`src/rtl/spr_pkg.sv`:
```
package spr_pkg;
    localparam int SPR_NUM_CW   = 4;
    localparam int SPR_CW_BITS  = 32;
    localparam int SPR_LFSR_W   = 11;
    localparam int SPR_TAP_LO   = 8;

    typedef enum logic {
        PH_GAP  = 1'b0,
        PH_SEND = 1'b1
    } phase_e;
endpackage

```
`src/rtl/spr_codebook.sv`:
```
module spr_codebook #(
    parameter int NUM_CW  = spr_pkg::SPR_NUM_CW,
    parameter int CW_BITS = spr_pkg::SPR_CW_BITS,
    localparam int SEL_W  = $clog2(NUM_CW)
) (
    input  logic               clk,
    input  logic               rst_n,
    input  logic               wr_en,
    input  logic [SEL_W-1:0]   wr_sel,
    input  logic [CW_BITS-1:0] wr_word,
    input  logic [SEL_W-1:0]   rd_sel,
    output logic [CW_BITS-1:0] rd_word
);
    logic [NUM_CW-1:0][CW_BITS-1:0] slots_d, slots_q;

    always_comb begin
        slots_d = slots_q;
        if (wr_en) begin
            slots_d[wr_sel] = wr_word;
        end
    end

    always_ff @(posedge clk) begin
        if (!rst_n) begin
            slots_q <= '0;
        end else begin
            slots_q <= slots_d;
        end
    end

    assign rd_word = slots_q[rd_sel];

    // slot contents move only on a write strobe
    assert_slots_hold_R2: assert property (@(posedge clk) disable iff (!rst_n)
        !wr_en |=> $stable(slots_q));
endmodule

```
`src/rtl/spr_scrambler.sv`:
```
module spr_scrambler #(
    parameter int          W      = spr_pkg::SPR_LFSR_W,
    parameter int          TAP_LO = spr_pkg::SPR_TAP_LO,
    parameter logic [W-1:0] SEED  = '1
) (
    input  logic clk,
    input  logic rst_n,
    input  logic step,
    output logic bit_out
);
    logic [W-1:0] state_d, state_q;

    always_comb begin
        state_d = state_q;
        if (step) begin
            state_d = {state_q[W-2:0], state_q[W-1] ^ state_q[TAP_LO]};
        end
    end

    always_ff @(posedge clk) begin
        if (!rst_n) begin
            state_q <= SEED;
        end else begin
            state_q <= state_d;
        end
    end

    assign bit_out = state_q[W-1];

    // a maximal-length register never reaches the all-zero lockup state
    assert_nonzero_R5: assert property (@(posedge clk) disable iff (!rst_n)
        state_q != '0);

    // no step, no movement
    assert_hold_R6: assert property (@(posedge clk) disable iff (!rst_n)
        !step |=> $stable(state_q));
endmodule

```
`src/rtl/dibit_spread_tx.sv`:
```
module dibit_spread_tx #(
    parameter int NUM_CW  = spr_pkg::SPR_NUM_CW,
    parameter int CW_BITS = spr_pkg::SPR_CW_BITS,
    parameter int LFSR_W  = spr_pkg::SPR_LFSR_W,
    localparam int SYM_BITS = $clog2(NUM_CW),
    localparam int NB_W     = $clog2(SYM_BITS + 1),
    localparam int CNT_W    = $clog2(CW_BITS)
) (
    input  logic                clk,
    input  logic                rst_n,
    input  logic                in_bit,
    input  logic                in_valid,
    output logic                in_ready,
    input  logic                cw_we,
    input  logic [SYM_BITS-1:0] cw_sel,
    input  logic [CW_BITS-1:0]  cw_data,
    input  logic                chip_en,
    input  logic                tx_mode,
    output logic                chip_out,
    output logic                chip_oe
);
    import spr_pkg::*;

    typedef struct packed {
        logic [SYM_BITS-1:0] pair;
        logic [NB_W-1:0]     nbits;
        phase_e              phase;
        logic [CNT_W-1:0]    left;
        logic [CW_BITS-1:0]  shreg;
        logic                chip;
        logic                oe;
    } tx_state_t;

    tx_state_t d, q;

    logic [CW_BITS-1:0] cb_word;
    logic               scr_bit;
    logic               scr_step;
    logic               send;
    logic               send_bit;

    spr_codebook #(.NUM_CW(NUM_CW), .CW_BITS(CW_BITS)) u_codebook (
        .clk     (clk),
        .rst_n   (rst_n),
        .wr_en   (cw_we),
        .wr_sel  (cw_sel),
        .wr_word (cw_data),
        .rd_sel  (q.pair),
        .rd_word (cb_word)
    );

    spr_scrambler #(.W(LFSR_W)) u_scrambler (
        .clk     (clk),
        .rst_n   (rst_n),
        .step    (scr_step),
        .bit_out (scr_bit)
    );

    assign in_ready = tx_mode && (q.nbits < NB_W'(SYM_BITS));

    always_comb begin
        d        = q;
        send     = 1'b0;
        send_bit = 1'b0;
        scr_step = 1'b0;

        // bit collection: first bit ends up as index MSB
        if (in_valid && in_ready) begin
            d.pair  = SYM_BITS'({q.pair, in_bit});
            d.nbits = q.nbits + NB_W'(1);
        end

        if (!tx_mode) begin
            d.phase = PH_GAP;
            d.oe    = 1'b0;
            d.chip  = 1'b0;
        end else if (chip_en) begin
            if (q.phase == PH_SEND) begin
                send     = 1'b1;
                send_bit = q.shreg[CW_BITS-1];
                d.shreg  = q.shreg << 1;
                d.left   = q.left - CNT_W'(1);
                if (q.left == CNT_W'(1)) begin
                    d.phase = PH_GAP;
                end
            end else if (q.nbits == NB_W'(SYM_BITS)) begin
                send     = 1'b1;
                send_bit = cb_word[CW_BITS-1];
                d.shreg  = cb_word << 1;
                d.left   = CNT_W'(CW_BITS - 1);
                d.phase  = PH_SEND;
                d.nbits  = '0;
            end else begin
                d.oe   = 1'b0;
                d.chip = 1'b0;
            end
            if (send) begin
                d.chip   = send_bit ^ scr_bit;
                d.oe     = 1'b1;
                scr_step = 1'b1;
            end
        end
    end

    always_ff @(posedge clk) begin
        if (!rst_n) begin
            q       <= '0;
            q.phase <= PH_GAP;
        end else begin
            q <= d;
        end
    end

    assign chip_out = q.chip;
    assign chip_oe  = q.oe;

    // leaving transmit mode floats the driver by the next edge
    assert_oe_drop_R7: assert property (@(posedge clk) disable iff (!rst_n)
        !tx_mode |=> !chip_oe);

    // an undriven line carries a zero
    assert_idle_zero_R6: assert property (@(posedge clk) disable iff (!rst_n)
        !chip_oe |-> !chip_out);

    // no chip-clock enable, no output change
    assert_chip_hold_R8: assert property (@(posedge clk) disable iff (!rst_n)
        (tx_mode && !chip_en) |=> $stable({chip_oe, chip_out}));

    // no bit is taken outside transmit mode
    assert_no_take_R3: assert property (@(posedge clk) disable iff (!rst_n)
        (!tx_mode && !chip_en) |=> $stable(q.nbits));
endmodule

```
`config.mk`:
```
export PLATFORM = sky130hd
export DESIGN_NAME = dibit_spread_tx
export DESIGN_NICKNAME = d
export VERILOG_FILES = /design/src/rtl/spr_pkg.sv /design/src/rtl/spr_codebook.sv /design/src/rtl/spr_scrambler.sv /design/src/rtl/dibit_spread_tx.sv
export SDC_FILE = /design/constraint.sdc
export NUM_CORES = 1
export LEC_CHECK = 0
export BUFFER_PORTS_ARGS = -buffer_cell sky130_fd_sc_hd__buf_2
export CORE_ASPECT_RATIO = 1.2
export CORE_UTILIZATION = 65
export DETAILED_ROUTE_END_ITERATION = 10
export PLACE_DENSITY_LB_ADDON = 0.12
export SLEW_MARGIN = 40
export SYNTH_ARGS = -nofsm -noshare
export SYNTH_HDL_FRONTEND = slang
export SYNTH_SLANG_ARGS = --single-unit
```
`constraint.sdc`:
```
create_clock -name clk -period 3 [get_ports clk]
set_input_delay 0.15 -clock clk [delete_from_list [all_inputs] [get_ports clk]]
set_output_delay 0.15 -clock clk [all_outputs]
set_load 0.02 [all_outputs]
```
==> results summary <==
After the last flow step, the layout net total stands at roughly 900. The number of max-slew violations in the final report came out at 0. The total of flip-flops plus latches after synthesis is 182. The number of clock sinks seen by CTS came out at 182.

In the layout the commonest cells are sky130_fd_sc_hd__nand2_1 (286), sky130_fd_sc_hd__dfxtp_1 (181), sky130_fd_sc_hd__a21boi_0 (130). Of the total synthesized cell area, the portion taken by XOR and XNOR cells is 0.564%. After synthesis, the largest family of logic cells by area is compound AO/OA/AOI/OAI gates.

The post-synth design cell area is 7760 um2. The number of CTS-inserted buffers is 17. The aggregate global routing overflow is 0.

The total cell area at the placement stage came out at 7980 um2. The synthesized area per cell came out at 9.24 um2. The pin count of the biggest net entering global routing is 102. The startpoint identified for the worst hold timing path is cw_data[3]. The worst-case headroom to the max-slew limit came out at 45.0%. The number of enable-type register cells in the synthesized netlist came out at 0. The height of the chip is 122 um. The worst register-to-register path has a setup slack of 0.76 ns. The hold violation count in the final report is 0. The proportion of power drawn by combinational gates is 7.2%. Setup violations remaining at the end of the flow were counted as 0. The clock group share of total power came out at between 40% and 50%. The average wire per cell in the routed design is 17.6 um. Once detail routing completed, the nets flagged for antenna violations numbered 0. The hold buffer count at cts came out at 16. The distinct cell type count after synthesis came out at 37. The element type at the critical path start is a flip-flop. Net switching is 23.4% of the power. The portion of synthesized area spent on multiplexers is 10.6%. Counting tap cells, the placed design contains a total of 979 instances. The DRC violation count after routing is 0. The origin of the critical flop-to-flop path is q[39]. Once layout is complete, the cells apart from fillers number 1027.

The number of warning messages in the yosys log is 0. The via count of the first global-routing pass is 5904. Traced cell by cell, the critical path runs through nor2b_1, buf_4, and3_1, a222oi_1, nor2b_1. The CTS tree is yes. The cell seen most often among critical-path stages is sky130_fd_sc_hd__nor2b_1.

The setup TNS is 0 ns. The share of the synthesized area in the top cell type is 47.0%. The delay contributed by the slowest stage of the critical path is 0.82 ns. The area taken by flip-flops and latches came out at 3640 um2. The later pin in the worst-skew pair is clocked with a latency of 0.42 ns. The count of input and output buffers came out at 43. In this run the standard cell core region covers 11600 um2. The number of gates resized after cts came out at 0. The initial core utilization came out at 66.8%. The reg-to-reg endpoint is q[26]. The post-route clock period utilization is 74.7%. The critical path capture point type is a flip-flop.

The largest vdd supply drop is around 0.43 mV. The clock root buffer is sky130_fd_sc_hd__clkbuf_16. The max capacitance violation total came out at 0. The internal portion of the total power is 3.82 mW.

The number of antenna violations at the first check in global routing came out at 0. The worst-path maximum fanout is 20. STA puts the critical path data arrival time at 2.54 ns. The global-route total usage across every layer is a little under a third.

The area of all placed cells without fillers came out at 8700 um2. The count of TritonRoute iterations in the first routing pass came out at 5. After clock tree synthesis, the clock-pin slew on the worst setup and hold paths is roughly 0.070 ns. Summing the areas of all compound-gate instances in the mapped netlist gives a little under a fifth of the synthesized area. The via density per instance is 6.02. The critical path launch point is q[39]. The number of instances in the synthesized netlist came out at 840. On the final layout, the worst clock skew is 0.00669 ns. Yosys attributes the largest share of cell area to sky130_fd_sc_hd__dfxtp_1 (47%), sky130_fd_sc_hd__nand2_1 (14%), sky130_fd_sc_hd__a21boi_0 (13%). The most common library cell in the layout ignoring fill and taps is sky130_fd_sc_hd__nand2_1. The transition time of the tightest slew-check pin came out at about 0.8 ns. After layout, the minimum clock period comes to 2.24 ns. 44 I/O pins were placed. The achievable frequency came out at 0.446 GHz. The relative area change from synthesis to final layout came out at 12.2%. The HPWL after detailed placement is 10400 um.

The simple-gate portion of the synthesized area is 18.4%. The deepest clock path buffer count came out at 2. The worst endpoint required time came out at between 3 and 4 ns. In this run the worst hold path is classified as input pin to flip-flop. The static leakage is 3.24 nW.

The maximum level of the CTS H-tree came out at 4. For this design the total switching power over the nets is 1.17 mW. The share of synthesized registers carrying an async set or reset is 0%. The total power consumption of the routed design came out at 4.99 mW.

In the synthesized netlist the dominant register cell turns out to be sky130_fd_sc_hd__dfxtp_1. Setup repair after global routing left no endpoint under its margin. Routability-driven placement finished with a final weighted congestion of between 0.7 and 0.8. In this run the worst setup path terminates at q[26].

The die footprint came out at 12400 um2. Of the cells placed in the final design, the portion with a size suffix greater than 1 is 12.0%. The final hold slack came out at 0.00897 ns. The post-CTS setup-driven buffer insertion count is 0. The post-synthesis cell type with the largest combined area is sky130_fd_sc_hd__dfxtp_1. The filler cells instantiated in the layout total 839. The routed layout has 6179 vias.

The first routing iteration left 460 violations. The die span in x is 102 um. After floorplanning, the core was divided into 43 placement rows. For this run, the register share of the synthesized area comes to a little under half. The number of nets in the synthesized netlist came out at 884. For the worst flop-to-flop path, the logic depth is 5. The run finished with clean final reports. The part of the total power dissipated in sequential elements is 50.5%. The wire length of the first global-routing pass came out at 28900 um. The area share of fa/ha/maj cells after synthesis came out at 0.484%.

The total power divided by cell area came out at ~570 nW/um2. The total inserted antenna cells is 0. The category of the critical setup timing path is flip-flop to flip-flop. Summed over all layers, the routed wires come to between 15000 and 20000 um. The slowest cell on the critical path is sky130_fd_sc_hd__dfxtp_1. The footprint of the multi-input gates came out at 3790 um2.
flip-flops by register name, summed over array words and instances (netlist names):
register and flops:
u_scrambler.state_q 11, chip_oe 1, u_codebook.slots_q 128, q 41, chip_out 1
layer usage:
metal,track usage (%),wire (um),part of all wire [%]
met5,0,0,0
met4,10.7,342,1.9
met1,39.3,7500,41
met2,51.1,9060,50
met3,6.14,1190,6.6
power groups by stage:
stage               sequential, mW  combinational, mW  clock [mW]
global placement              2.57              0.323           0
detailed placement            2.57              0.337           0
floorplan                     2.56              0.228           0
finish                        2.52              0.357        2.12
CTS                           2.52              0.355        2.14
global route                  2.52              0.389        2.24
cells by family (layout without fill, tap and decap cells):
group           count (synthesis)  in the layout
compound gates                187            187
simple gates                  352            352
flops                         182            182
fa+ha+maj                       3              3
buf+inv                        77            107
mux                            34             34
xor+xnor                        5              5
how the worst min path moves through the flow:
stage                                    endpoint  slack, ns  depth (start not counted)
after global placement                      q[42]       0.41                          3
after detailed placement                    q[42]       0.43                          3
after floorplan           u_codebook.slots_q[111]       0.29                          2
after CTS                  u_codebook.slots_q[91]     0.0006                          3
after global routing      u_codebook.slots_q[111]     0.0009                          3
final                       u_codebook.slots_q[3]      0.009                          3
per-stage QoR:
| stage | util (%) | setup WS [ns] |
|---|---|---|
| detailed placement | 68.7 | 0.834 |
| CTS | 74.9 | 0.815 |
| global route | 74.9 | 0.629 |
| global placement | 68.5 | 0.947 |
| floorplan | - | 1.24 |
| finish | 74.9 | 0.760 |
Yosys cell counts (4+ instances only):
| cell type | instances |
|---|---|
| sky130_fd_sc_hd__buf_6 | 4 |
| sky130_fd_sc_hd__nor2_1 | 19 |
| sky130_fd_sc_hd__mux4_2 | 11 |
| sky130_fd_sc_hd__o21ai_0 | 15 |
| sky130_fd_sc_hd__mux4_1 | 21 |
| sky130_fd_sc_hd__dfxtp_1 | 182 |
| sky130_fd_sc_hd__nand2_1 | 286 |
| sky130_fd_sc_hd__clkbuf_1 | 54 |
| sky130_fd_sc_hd__nor2b_1 | 22 |
| sky130_fd_sc_hd__buf_2 | 13 |
| sky130_fd_sc_hd__a221oi_1 | 13 |
| sky130_fd_sc_hd__inv_1 | 5 |
| sky130_fd_sc_hd__and3_1 | 4 |
| sky130_fd_sc_hd__a222oi_1 | 17 |
| sky130_fd_sc_hd__a21boi_0 | 130 |
| sky130_fd_sc_hd__nand3_1 | 13 |
critical path: cells and delay by family (launching register included):
family	cells	cell delay, ns
buffers and inverters	1	0.23
AO/OA/AOI/OAI	1	0.45
AND/OR/NAND/NOR	3	0.62
flip-flops	1	0.82
area by class of cell:
type | count | share of cell area [%]
inverters | 5 | 0.216
repair buffers | 70 | 5.71
clock buffers | 21 | 5.29
flip-flops and latches | 182 | 41.9
clock inverters | 11 | 1.15
well taps | 157 | 2.26
multi-input cells | 581 | 43.5
Power figures use the tool's default switching activity.
